==> src/rtl/cfg_port_pkg.sv <==
package cfg_port_pkg;
  localparam int unsigned BYTE_W    = 8;
  localparam int unsigned IDX_ZERO  = 0;
  localparam int unsigned IDX_DMA   = 12;
  localparam int unsigned IDX_CACHE = 2;
  localparam int unsigned IDX_SH_C  = 4;
  localparam int unsigned IDX_SH_D  = 5;
  localparam int unsigned IDX_SH_EF = 6;

  // Bits that a register keeps on a write.
  function automatic logic [BYTE_W-1:0] keep_mask(input int unsigned idx);
    if (idx == IDX_ZERO)     keep_mask = 8'h7F;
    else if (idx == IDX_DMA) keep_mask = 8'hCF;
    else                     keep_mask = 8'hFF;
  endfunction

  // The cache is on when either of the two enable bits is set.
  function automatic logic cache_on(input logic [BYTE_W-1:0] v);
    cache_on = v[2] | v[3];
  endfunction
endpackage

==> src/rtl/cfg_addr_decode.sv <==
module cfg_addr_decode #(
  parameter int unsigned ADDR_W    = 16,
  parameter int unsigned IDX_ADDR  = 'h22,
  parameter int unsigned DATA_ADDR = 'h24
) (
  input  logic [ADDR_W-1:0] addr,
  input  logic              wr,
  input  logic              rd,
  output logic              idx_wr,
  output logic              data_wr,
  output logic              data_rd
);
  logic at_idx;
  logic at_data;

  always_comb begin
    at_idx  = (addr == ADDR_W'(IDX_ADDR));
    at_data = (addr == ADDR_W'(DATA_ADDR));
    idx_wr  = wr & at_idx;
    data_wr = wr & at_data;
    data_rd = rd & at_data;
  end
endmodule

==> src/rtl/cfg_index_latch.sv <==
module cfg_index_latch #(
  parameter int unsigned IDX_W = 8
) (
  input  logic             clk,
  input  logic             rst_n,
  input  logic             load,
  input  logic [IDX_W-1:0] din,
  output logic [IDX_W-1:0] idx
);
  always_ff @(posedge clk) begin
    if (!rst_n)    idx <= '0;
    else if (load) idx <= din;
  end
endmodule

==> src/rtl/cfg_reg_bank.sv <==
module cfg_reg_bank
  import cfg_port_pkg::*;
#(
  parameter int unsigned N_REGS = 18,
  parameter int unsigned IDX_W  = 8
) (
  input  logic                          clk,
  input  logic                          rst_n,
  input  logic                          wr_en,
  input  logic [IDX_W-1:0]              wr_idx,
  input  logic [BYTE_W-1:0]             wdata,
  output logic [N_REGS-1:0][BYTE_W-1:0] regs
);
  for (genvar g = 0; g < N_REGS; g++) begin : g_reg
    localparam logic [BYTE_W-1:0] KEEP = keep_mask(g);
    logic sel;
    assign sel = wr_en && (wr_idx == IDX_W'(g));
    always_ff @(posedge clk) begin
      if (!rst_n)   regs[g] <= '0;
      else if (sel) regs[g] <= wdata & KEEP;
    end
  end
endmodule

==> src/rtl/cfg_index_port.sv <==
module cfg_index_port
  import cfg_port_pkg::*;
#(
  parameter int unsigned ADDR_W    = 16,
  parameter int unsigned N_REGS    = 18,
  parameter int unsigned IDX_ADDR  = 'h22,
  parameter int unsigned DATA_ADDR = 'h24
) (
  input  logic              clk,
  input  logic              rst_n,
  input  logic [ADDR_W-1:0] io_addr,
  input  logic              io_wr,
  input  logic              io_rd,
  input  logic [7:0]        io_wdata,
  output logic [7:0]        io_rdata,
  output logic [7:0]        shadow_seg_c,
  output logic [7:0]        shadow_seg_d,
  output logic [7:0]        shadow_seg_ef,
  output logic              ext_cache_en
);
  localparam int unsigned IDX_W = BYTE_W;

  logic                          hit_idx_wr;
  logic                          hit_data_wr;
  logic                          hit_data_rd;
  logic [IDX_W-1:0]              cur_idx;
  logic                          idx_valid;
  logic                          bank_wr;
  logic [N_REGS-1:0][BYTE_W-1:0] regs;

  cfg_addr_decode #(
    .ADDR_W(ADDR_W), .IDX_ADDR(IDX_ADDR), .DATA_ADDR(DATA_ADDR)
  ) u_dec (
    .addr(io_addr), .wr(io_wr), .rd(io_rd),
    .idx_wr(hit_idx_wr), .data_wr(hit_data_wr), .data_rd(hit_data_rd)
  );

  cfg_index_latch #(.IDX_W(IDX_W)) u_idx (
    .clk(clk), .rst_n(rst_n), .load(hit_idx_wr), .din(io_wdata), .idx(cur_idx)
  );

  assign idx_valid = (32'(cur_idx) < N_REGS);
  assign bank_wr   = hit_data_wr & idx_valid;

  cfg_reg_bank #(.N_REGS(N_REGS), .IDX_W(IDX_W)) u_bank (
    .clk(clk), .rst_n(rst_n), .wr_en(bank_wr), .wr_idx(cur_idx),
    .wdata(io_wdata), .regs(regs)
  );

  always_comb begin
    io_rdata = 8'hFF;
    if (hit_data_rd && idx_valid) io_rdata = regs[cur_idx];
  end

  assign shadow_seg_c  = regs[IDX_SH_C];
  assign shadow_seg_d  = regs[IDX_SH_D];
  assign shadow_seg_ef = regs[IDX_SH_EF];
  assign ext_cache_en  = cache_on(regs[IDX_CACHE]);
endmodule

==> config.mk <==
export PLATFORM = sky130hd
export DESIGN_NAME = cfg_index_port
export DESIGN_NICKNAME = d
export VERILOG_FILES = /design/src/rtl/cfg_port_pkg.sv /design/src/rtl/cfg_addr_decode.sv /design/src/rtl/cfg_index_latch.sv /design/src/rtl/cfg_reg_bank.sv /design/src/rtl/cfg_index_port.sv
export SDC_FILE = /design/constraint.sdc
export NUM_CORES = 1
export LEC_CHECK = 0
export BUFFER_PORTS_ARGS = -buffer_cell sky130_fd_sc_hd__buf_2
export CAP_MARGIN = 20
export CORE_MARGIN = 3
export CORE_UTILIZATION = 32
export CTS_CLUSTER_DIAMETER = 50
export DETAILED_ROUTE_END_ITERATION = 16
export PLACE_DENSITY = 0.55
export SETUP_SLACK_MARGIN = 0.02
export SYNTH_ARGS = -nofsm -noshare
export SYNTH_HDL_FRONTEND = slang
export SYNTH_SLANG_ARGS = --single-unit
export TNS_END_PERCENT = 5
==> constraint.sdc <==
create_clock -name clk -period 3.1 [get_ports clk]
set_input_delay 0.62 -clock clk [delete_from_list [all_inputs] [get_ports clk]]
set_output_delay 0.62 -clock clk [all_outputs]
set_load 0.02 [all_outputs]
# Yosys cells after proc, flatten, opt, wreduce, memory -nomap -nowiden
# Cells that the tools add are included.
# word_totals
out_inout_bits	33
ff_bits	149
ram_bits	0
mem_bits_ro	0
latchBits	0
word_cells	68
memories	0
inputBits	28
# op_classes
reduce_logical	20
addsub	0
n_lt_le_gt_ge	2
n_mul	0
n_eq_ne	19
mux	3
div_mod_pow	0
n_shift	0
n_bitwise	5
# ops
op	n
$eq 8x4->1 const B	8
$bmux 8 s5	1
$eq 16x6->1 const B	2
$eq 8x3->1 const B	4
$logic_and 1x1->1	19
$eq 8x2->1 const B	2
$eq 8x5->1 const B	2
$mux 8	2
$eq 8x1->1 const B	1
$logic_not 8->1	1
$lt 8x5->1 const B	1
$lt 8x6->1 const B	1
$and 1x1->1	4
$or 1x1->1	1

# Longest topological paths before layout
# Gate-level depths: netlist (run 1).
# logic_depth
ltp_word	4
ltp_mapped	8
depth_no_buf	4

# Modules after synthesis
# A second synthesis (run 1) with hierarchy kept.
# unflattened
cells_unflattened	692
area_unflattened_um2	6971.7
# by_module_without_submodules
module	instances	cells_per_inst	seq_area_each_um2	area_each_um2
cfg_reg_bank	1	499	2822.7	5181.2
cfg_index_port	1	158	0.0	1357.6
cfg_index_latch	1	25	160.2	301.5
cfg_addr_decode	1	10	0.0	131.4

# Least setup slack after synthesis (run 1)
# OpenSTA, ideal clock, no wires.
# synth_path
path_type	flip-flop to output port
from	register u_idx.idx[1]
to	output port io_rdata[5]
n_path_buf	3
path_slack_ns	0.425
arrival_time_ns	2.055
stages_incl_launch_ff	7
required_time_ns	2.480
cell_sequence	dfxtp_1 buf_4 buf_2 buf_2 a22oi_1 and3_1 o311ai_0
# synth_between
elab_chain_cells	3
word_cells_on_any_way	5
cone_classes	1 x order compare; 3 x mux; 1 x reduce/logical
# synth_rtl
element	line_no	rtl
from (decl)	cfg_index_latch.sv:8	output logic [IDX_W-1:0] idx
from (signal assigned)	cfg_index_latch.sv:12	else if (load) idx <= din;
$bmux 8 s5 or $lt 8x5->1 (tied branches)	cfg_index_port.sv:52, cfg_index_port.sv:42	
$mux 8 (not written as such) or $logic_and 1x1->1 (tied branches)	cfg_index_port.sv:52	if (hit_data_rd && idx_valid) io_rdata = regs[cur_idx];
$mux 8 *	cfg_index_port.sv:52	
to (decl)	cfg_index_port.sv:15	output logic [7:0] io_rdata,
# Mark *: on every way between the ends. The rest lies on a longest branch, timed or not. The select of a mux whose other input is x is not followed.

# Final worst setup path (run 1)
# layout_path
from	register u_idx.idx[0]
to	output port io_rdata[4]
# The elaborated chain is that of the path after synthesis.

==> results of run 1 <==
[power groups by stage]
stage          Clock, mW  Combinational (mW)  Sequential (mW)
2_1_floorplan          0              0.0617             1.96
3_3_place_gp           0               0.114             1.96
3_5_place_dp           0               0.114             1.96
4_1_cts             2.19               0.114             1.91
5_1_grt             2.27               0.122             1.91
6_report            2.14               0.113             1.91
[cell type report]
class                   count  area, sq um
fillers                  2143        13500
clock inverters            14          175
flip-flops and latches    149         2990
multi-input cells         470         3780
inverters                   1         3.75
well taps                 280          350
clock buffers              18          439
repair buffers            105          698
[metal layers]
| metal | vias to the layer above | wire length [microns] | part of all wire [%] | global-route usage, % |
|---|---|---|---|---|
| met2 | 140 | 8900 | 46 | 25.9 |
| met3 | 26 | 1030 | 5.3 | 3.50 |
| li1 | 2527 | - | - | - |
| met1 | 2545 | 9040 | 47 | 22.5 |
| met4 | 0 | 413 | 2.1 | 5.79 |
| met5 | - | 0 | 0 | 0 |
[sequential cells by signal (all words and copies together) (netlist names)]
signal and cells:
u_bank.regs 141, u_idx.idx 8
[worst max-delay path: cells and delay by family (launching register included)]
| kind | cells | cell delay [ns] |
|---|---|---|
| AO/OA/AOI/OAI | 1 | 0.08 |
| AND/OR/NAND/NOR | 2 | 0.58 |
| flip-flops | 1 | 0.52 |
| buffers and inverters | 2 | 0.42 |
| multiplexers | 1 | 0.33 |
[placed cells by master, fill, tap and decap left out, types with 3 or more instances in the layout]
master	Yosys	layout
clkinv_4	0	4
buf_12	0	4
a21boi_0	8	8
mux4_2	24	24
o21ai_0	8	8
a21oi_1	5	5
nor2b_1	8	8
nor4_1	3	3
dfxtp_1	149	147
nand4_1	6	6
buf_2	10	59
mux2i_1	157	157
o2111ai_1	6	6
clkbuf_16	0	17
buf_4	26	40
bufinv_16	0	3
nand3_1	15	15
nand2_1	165	165
a22oi_1	5	5
nor2_1	8	8
nor3_4	18	18
mux2_2	4	4
clkinvlp_4	0	3
[per-stage QoR]
step,power [mW],worst slack (ns),instance area [sq um],std cells
floorplan,2.02,0.425,7150,692
global placement,2.07,0.219,7760,999
detailed placement,2.07,0.239,7760,999
CTS,4.21,0.0373,8430,1037
global route,4.31,0.0273,8440,1037
finish,4.17,0.120,8440,1037
[worst max-delay path by stage]
stage,from,depth (start not counted),slack [ns],endpoint
after floorplan,u_idx.idx[1],6,0.42,io_rdata[5]
after global placement,u_idx.idx[1],5,0.22,io_rdata[2]
after detailed placement,u_idx.idx[1],5,0.24,io_rdata[2]
after CTS,u_idx.idx[0],5,0.04,io_rdata[1]
after global routing,u_idx.idx[0],6,0.03,io_rdata[4]
final,u_idx.idx[0],6,0.12,io_rdata[4]
[timing repair]
action / CTS / global route
setup buffers: 6 / 0
hold buffers: 0 / 0
resized for setup: 4 / 1
endpoints found under the setup margin: 8 / 4
pin swaps: 0 / 0
[kinds of logic after synthesis]
| family | synth area share [%] |
|---|---|
| AO/OA/AOI/OAI | 4.32 |
| flip-flops | 41.7 |
| AND/OR/NAND/NOR | 18.3 |
| multiplexers | 30.2 |
| buffers and inverters | 5.47 |
==> results.yml, run 1 <==
flow_run:
  cap_viol_max_count: 0
power:
  p_int_mw: 3.23
  p_leak_nw: 2.93
  swShare_pct: 22.4
  power_switching_mw: 0.934
  p_seq_share_pct: 45.9
  clockPowerShare_pct: 51.4
  ir_worst_vdd_mv: 0.282
  comb_power_share_pct: 2.7
  power.density_nw_per_um2: 494
setup_path:
  critPathCaptureType: "primary output"
  crit_chain: "buf_4 -> mux4_2 -> nand2_1 -> a31oi_1 -> or3b_2 -> buf_2"
  r2r_slack_ns: 0.87
  worstSetupPathType: "reg -> out"
  reg2reg_depth: 6
  rr_startpoint: "u_idx.idx[0]"
  critPathMaxFanout: 15
  crit_path_start_kind: "register"
  worstPathRequired_ns: 2.48
  crit_slowest_cell: "dfxtp_4"
  r2r-end: "u_bank.regs[142]"
  cpPeakStageDelay_ns: 0.52
  arrival_ns: 2.36
route:
  drt_wl_total_mm: 19.4
  drt-wirelength-per-cell_microns: 18.7
  dr.first_iter.drc_count: 398
  first_pass_iters: 5
  antenna_left: 0
  routed_via_density: 5.05
  route.detailed.drc: 0
  via_count: 5238
yosys:
  synth_ff_type: "dfxtp_1"
  synth.avg_cell_area_sq_um: 10.3
  synth-seq-area-share_pct: 41.7
  syn_area_sq_um: 7150
  synth.most_common_cell: "nand2_1"
  synth_edf_count: 0
  synth_cell_type_count: 46
  synth_nets: 720
  syn_inst: 692
  async_reset_ff_share_pct: 0
  synth_top_area_share_pct: 41.7
  synth_area_leaders: "dfxtp_1, mux2i_1, nand2_1"
  yosysWarnings: 0
  yosys.area.top_type: "dfxtp_1"
  synth_common_cells: "nand2_1, mux2i_1, dfxtp_1"
  ys_seq_elements: 149
layout:
  post-route-util_pct: 38.5
  final_layout_size_suffix_gt1_share_pct: 25.8
  syn_to_final_growth_pct: 17.9
  antennaDiodeCount: 0
  fin_nets: 772
clocking:
  h-tree-depth: 4
  cts_buffers: 17
  path_clk_slew_ns: 0.06
  root_buffer: "clkbuf_16"
  cts_sinks: 149
  cts_tree: "yes"
  cts.path.max_buffers: 2
  clock_latency_ns: 0.42
sta:
  fmax_ghz: 0.336
  slew_headroom_pct: 42.5
  period_share_pct: 96.1
  worst_pin_slew_ns: 0.861
  fin_tns_setup_ns: 0
  period_needed_ns: 2.98
  final-hold-violation-count: 0
  skew_ns: 0.00733
  finalSetupViolations: 0
  drv_slew: 0
  whs_ns: 0.455
  rsz0062_at_grt: "no"
min_path:
  min_path_cells: 2
  hold_path.class: "reg -> reg"
  min_from: "u_bank.regs[121]"
  min_to: "u_bank.regs[121]"
global_route:
  grt_pass1_vias: 5259
  grtUsageTotal_pct: 16.4
  antenna_found_initial: 0
  grt_max_degree: 73
  gr-total-overflow: 0
  grt_pass1_wl_mm: 30.8
placed_design:
  port_buffers: 60
  place.gp.congestion: 0.804
  dpl.hpwl_mm: 12.9
die:
  rows: 54
  io_pins: 61
  die_w_microns: 156
  initial_core_util_pct: 32.7
  die_h_microns: 156
  core_area_sq_um: 21900
  dieArea_sq_um: 24200
run_status:
  status: "complete, no violations"
(Power assumes the default switching activity.)
==> run 2: changes to the inputs <==
--- a/config.mk
+++ b/config.mk
@@ -7,11 +7,12 @@
 export LEC_CHECK = 0
 export BUFFER_PORTS_ARGS = -buffer_cell sky130_fd_sc_hd__buf_2
 export CAP_MARGIN = 20
+export CORE_ASPECT_RATIO = 1.2
 export CORE_MARGIN = 3
-export CORE_UTILIZATION = 32
+export CORE_UTILIZATION = 60
 export CTS_CLUSTER_DIAMETER = 50
 export DETAILED_ROUTE_END_ITERATION = 16
-export PLACE_DENSITY = 0.55
+export PLACE_DENSITY = 0.87
 export SETUP_SLACK_MARGIN = 0.02
 export SYNTH_ARGS = -nofsm -noshare
 export SYNTH_HDL_FRONTEND = slang
==> run 2 against run 1 <==
Net effect:
- critical path depth unchanged
- die area is 45% lower
- clock skew fell by 0.0013 ns
- worst setup slack got worse by 0.022 ns
- clock-buffer cell count unchanged
==> results.yml, run 2 (same netlist as run 1, synthesis figures left out) <==
run_status:
  status: "complete, no violations"
global_route:
  grt_pass1_wl_mm: 29.7
  grtUsageTotal_pct: 28.6
  antenna_found_initial: 1
  grt_max_degree: 59
  gr-total-overflow: 0
  grt_pass1_vias: 5715
power:
  p_leak_nw: 2.76
  swShare_pct: 22.2
  ir_worst_vdd_mv: 0.368
  power.density_nw_per_um2: 518
  power_mw: 4.15
  p_seq_share_pct: 46.1
  power_switching_mw: 0.921
  clockPowerShare_pct: 51.4
  p_int_mw: 3.23
  comb_power_share_pct: 2.6
sta:
  final-hold-violation-count: 0
  whs_ns: 0.456
  period_share_pct: 96.8
  worst_pin_slew_ns: 0.909
  finalSetupViolations: 0
  rsz0062_at_grt: "no"
  fin_tns_setup_ns: 0
  period_needed_ns: 3.00
  fmax_ghz: 0.333
  skew_ns: 0.00601
  slew_headroom_pct: 39.2
  drv_slew: 0
setup_path:
  worstPathRequired_ns: 2.48
  critPathMaxFanout: 14
  crit_end: "io_rdata[2]"
  reg2reg_depth: 5
  r2r_slack_ns: 0.43
  rr_startpoint: "u_idx.idx[1]"
  r2r-end: "u_bank.regs[19]"
  crit_path_start_kind: "register"
  critPathCaptureType: "primary output"
  arrival_ns: 2.38
  worstSetupPathType: "reg -> out"
  crit_path_start: "u_idx.idx[1]"
route:
  via_count: 5542
  dr.first_iter.drc_count: 487
  antenna_left: 0
  route.detailed.drc: 0
  routed_via_density: 6.28
  first_pass_iters: 6
  drt-wirelength-per-cell_microns: 21.0
  drt_wl_total_mm: 18.5
clocking:
  cts_sinks: 149
  clock_latency_ns: 0.43
  path_clk_slew_ns: 0.06
  cts_tree: "yes"
  cts_setup_buffers: 0
  cts.path.max_buffers: 2
  root_buffer: "clkbuf_16"
  h-tree-depth: 4
  cts_buffers: 17
  hold_buffers: 0
die:
  die_h_microns: 126
  io_pins: 61
  rows: 43
  core_area_sq_um: 11600
  dieArea_sq_um: 13300
  die_w_microns: 106
  initial_core_util_pct: 61.6
layout:
  top_regs: "u_bank.regs (141), u_idx.idx (8)"
  syn_to_final_growth_pct: 12.1
  nFillCells: 808
  final_area_sq_um: 8020
  layout.cells.most_common_list: "nand2_1, mux2i_1, dfxtp_1, buf_2, mux4_2"
  fin_nets: 740
  multi_input_area_sq_um: 3790
  regArea_sq_um: 2990
  antennaDiodeCount: 0
  final_layout_size_suffix_gt1_share_pct: 23.3
  regMostFlops: "u_bank.regs"
  final_cell_count_no_fill: 882
  mostFrequentLayoutCell: "nand2_1"
  largest_register_ffs: 141
placed_design:
  port_buffers: 60
  place_area_sq_um: 7380
  dp_cells: 850
  place.gp.congestion: 0.898
  dpl.hpwl_mm: 11.7
min_path:
  hold_path.class: "reg -> reg"
flow_run:
  cap_viol_max_count: 0
[run 2: how the worst min path moves through the flow]
stage | startpoint | endpoint | slack [ns] | cells after the start
finish | u_bank.regs[78] | u_bank.regs[78] | 0.46 | 2
global route | u_bank.regs[12] | u_bank.regs[12] | 0.47 | 2
CTS | u_bank.regs[129] | u_bank.regs[129] | 0.46 | 2
detailed placement | u_bank.regs[57] | u_bank.regs[57] | 0.45 | 2
global placement | u_bank.regs[99] | u_bank.regs[99] | 0.44 | 2
floorplan | u_bank.regs[124] | u_bank.regs[124] | 0.43 | 2
[run 2: worst max-delay path, cell delays in order (launching register included)]
cell,delay [ns]
dfxtp_4,0.47
buf_4,0.23
mux4_2,0.50
mux2_2,0.28
nand2_1,0.14
o2111ai_1,0.15
buf_2,0.19
[run 2: final cells by class]
type	instances	area share [%]
timing repair buffer	73	5.15
tap	157	2.45
sequential	149	37.4
inverter	1	0.0468
clock inverter	14	2.20
multi-input combinational	470	47.3
clock buffer	18	5.48
[run 2: metal layers]
metal  up-vias  track usage (%)  wire [microns]
met4         2             15.7             841
met5         -                0               7
li1       2457                -               -
met3        70             8.00            1520
met2       317             47.5            9190
met1      2696             33.3            6970
[run 2: per-stage QoR]
stage,worst slack (ns),utilization [%]
6_report,0.0978,69.0
5_1_grt,0.0337,69.0
4_1_cts,0.0471,68.9
3_5_place_dp,0.252,63.5
3_3_place_gp,0.331,63.5
2_1_floorplan,0.425,-
[run 2: what timing repair did]
action	4_1_cts	5_1_grt
gates cloned	0	0
gates resized for setup	4	5
hold endpoints to repair	0	0
endpoints found under the setup margin	2	4
pin swaps	0	0
[run 2: power by group through the flow]
stage / logic, mW / registers [mW] / clock network, mW
floorplan: 0.0617 / 1.96 / 0
global placement: 0.0990 / 1.96 / 0
detailed placement: 0.103 / 1.96 / 0
CTS: 0.105 / 1.91 / 2.14
global route: 0.114 / 1.91 / 2.22
finish: 0.107 / 1.91 / 2.13
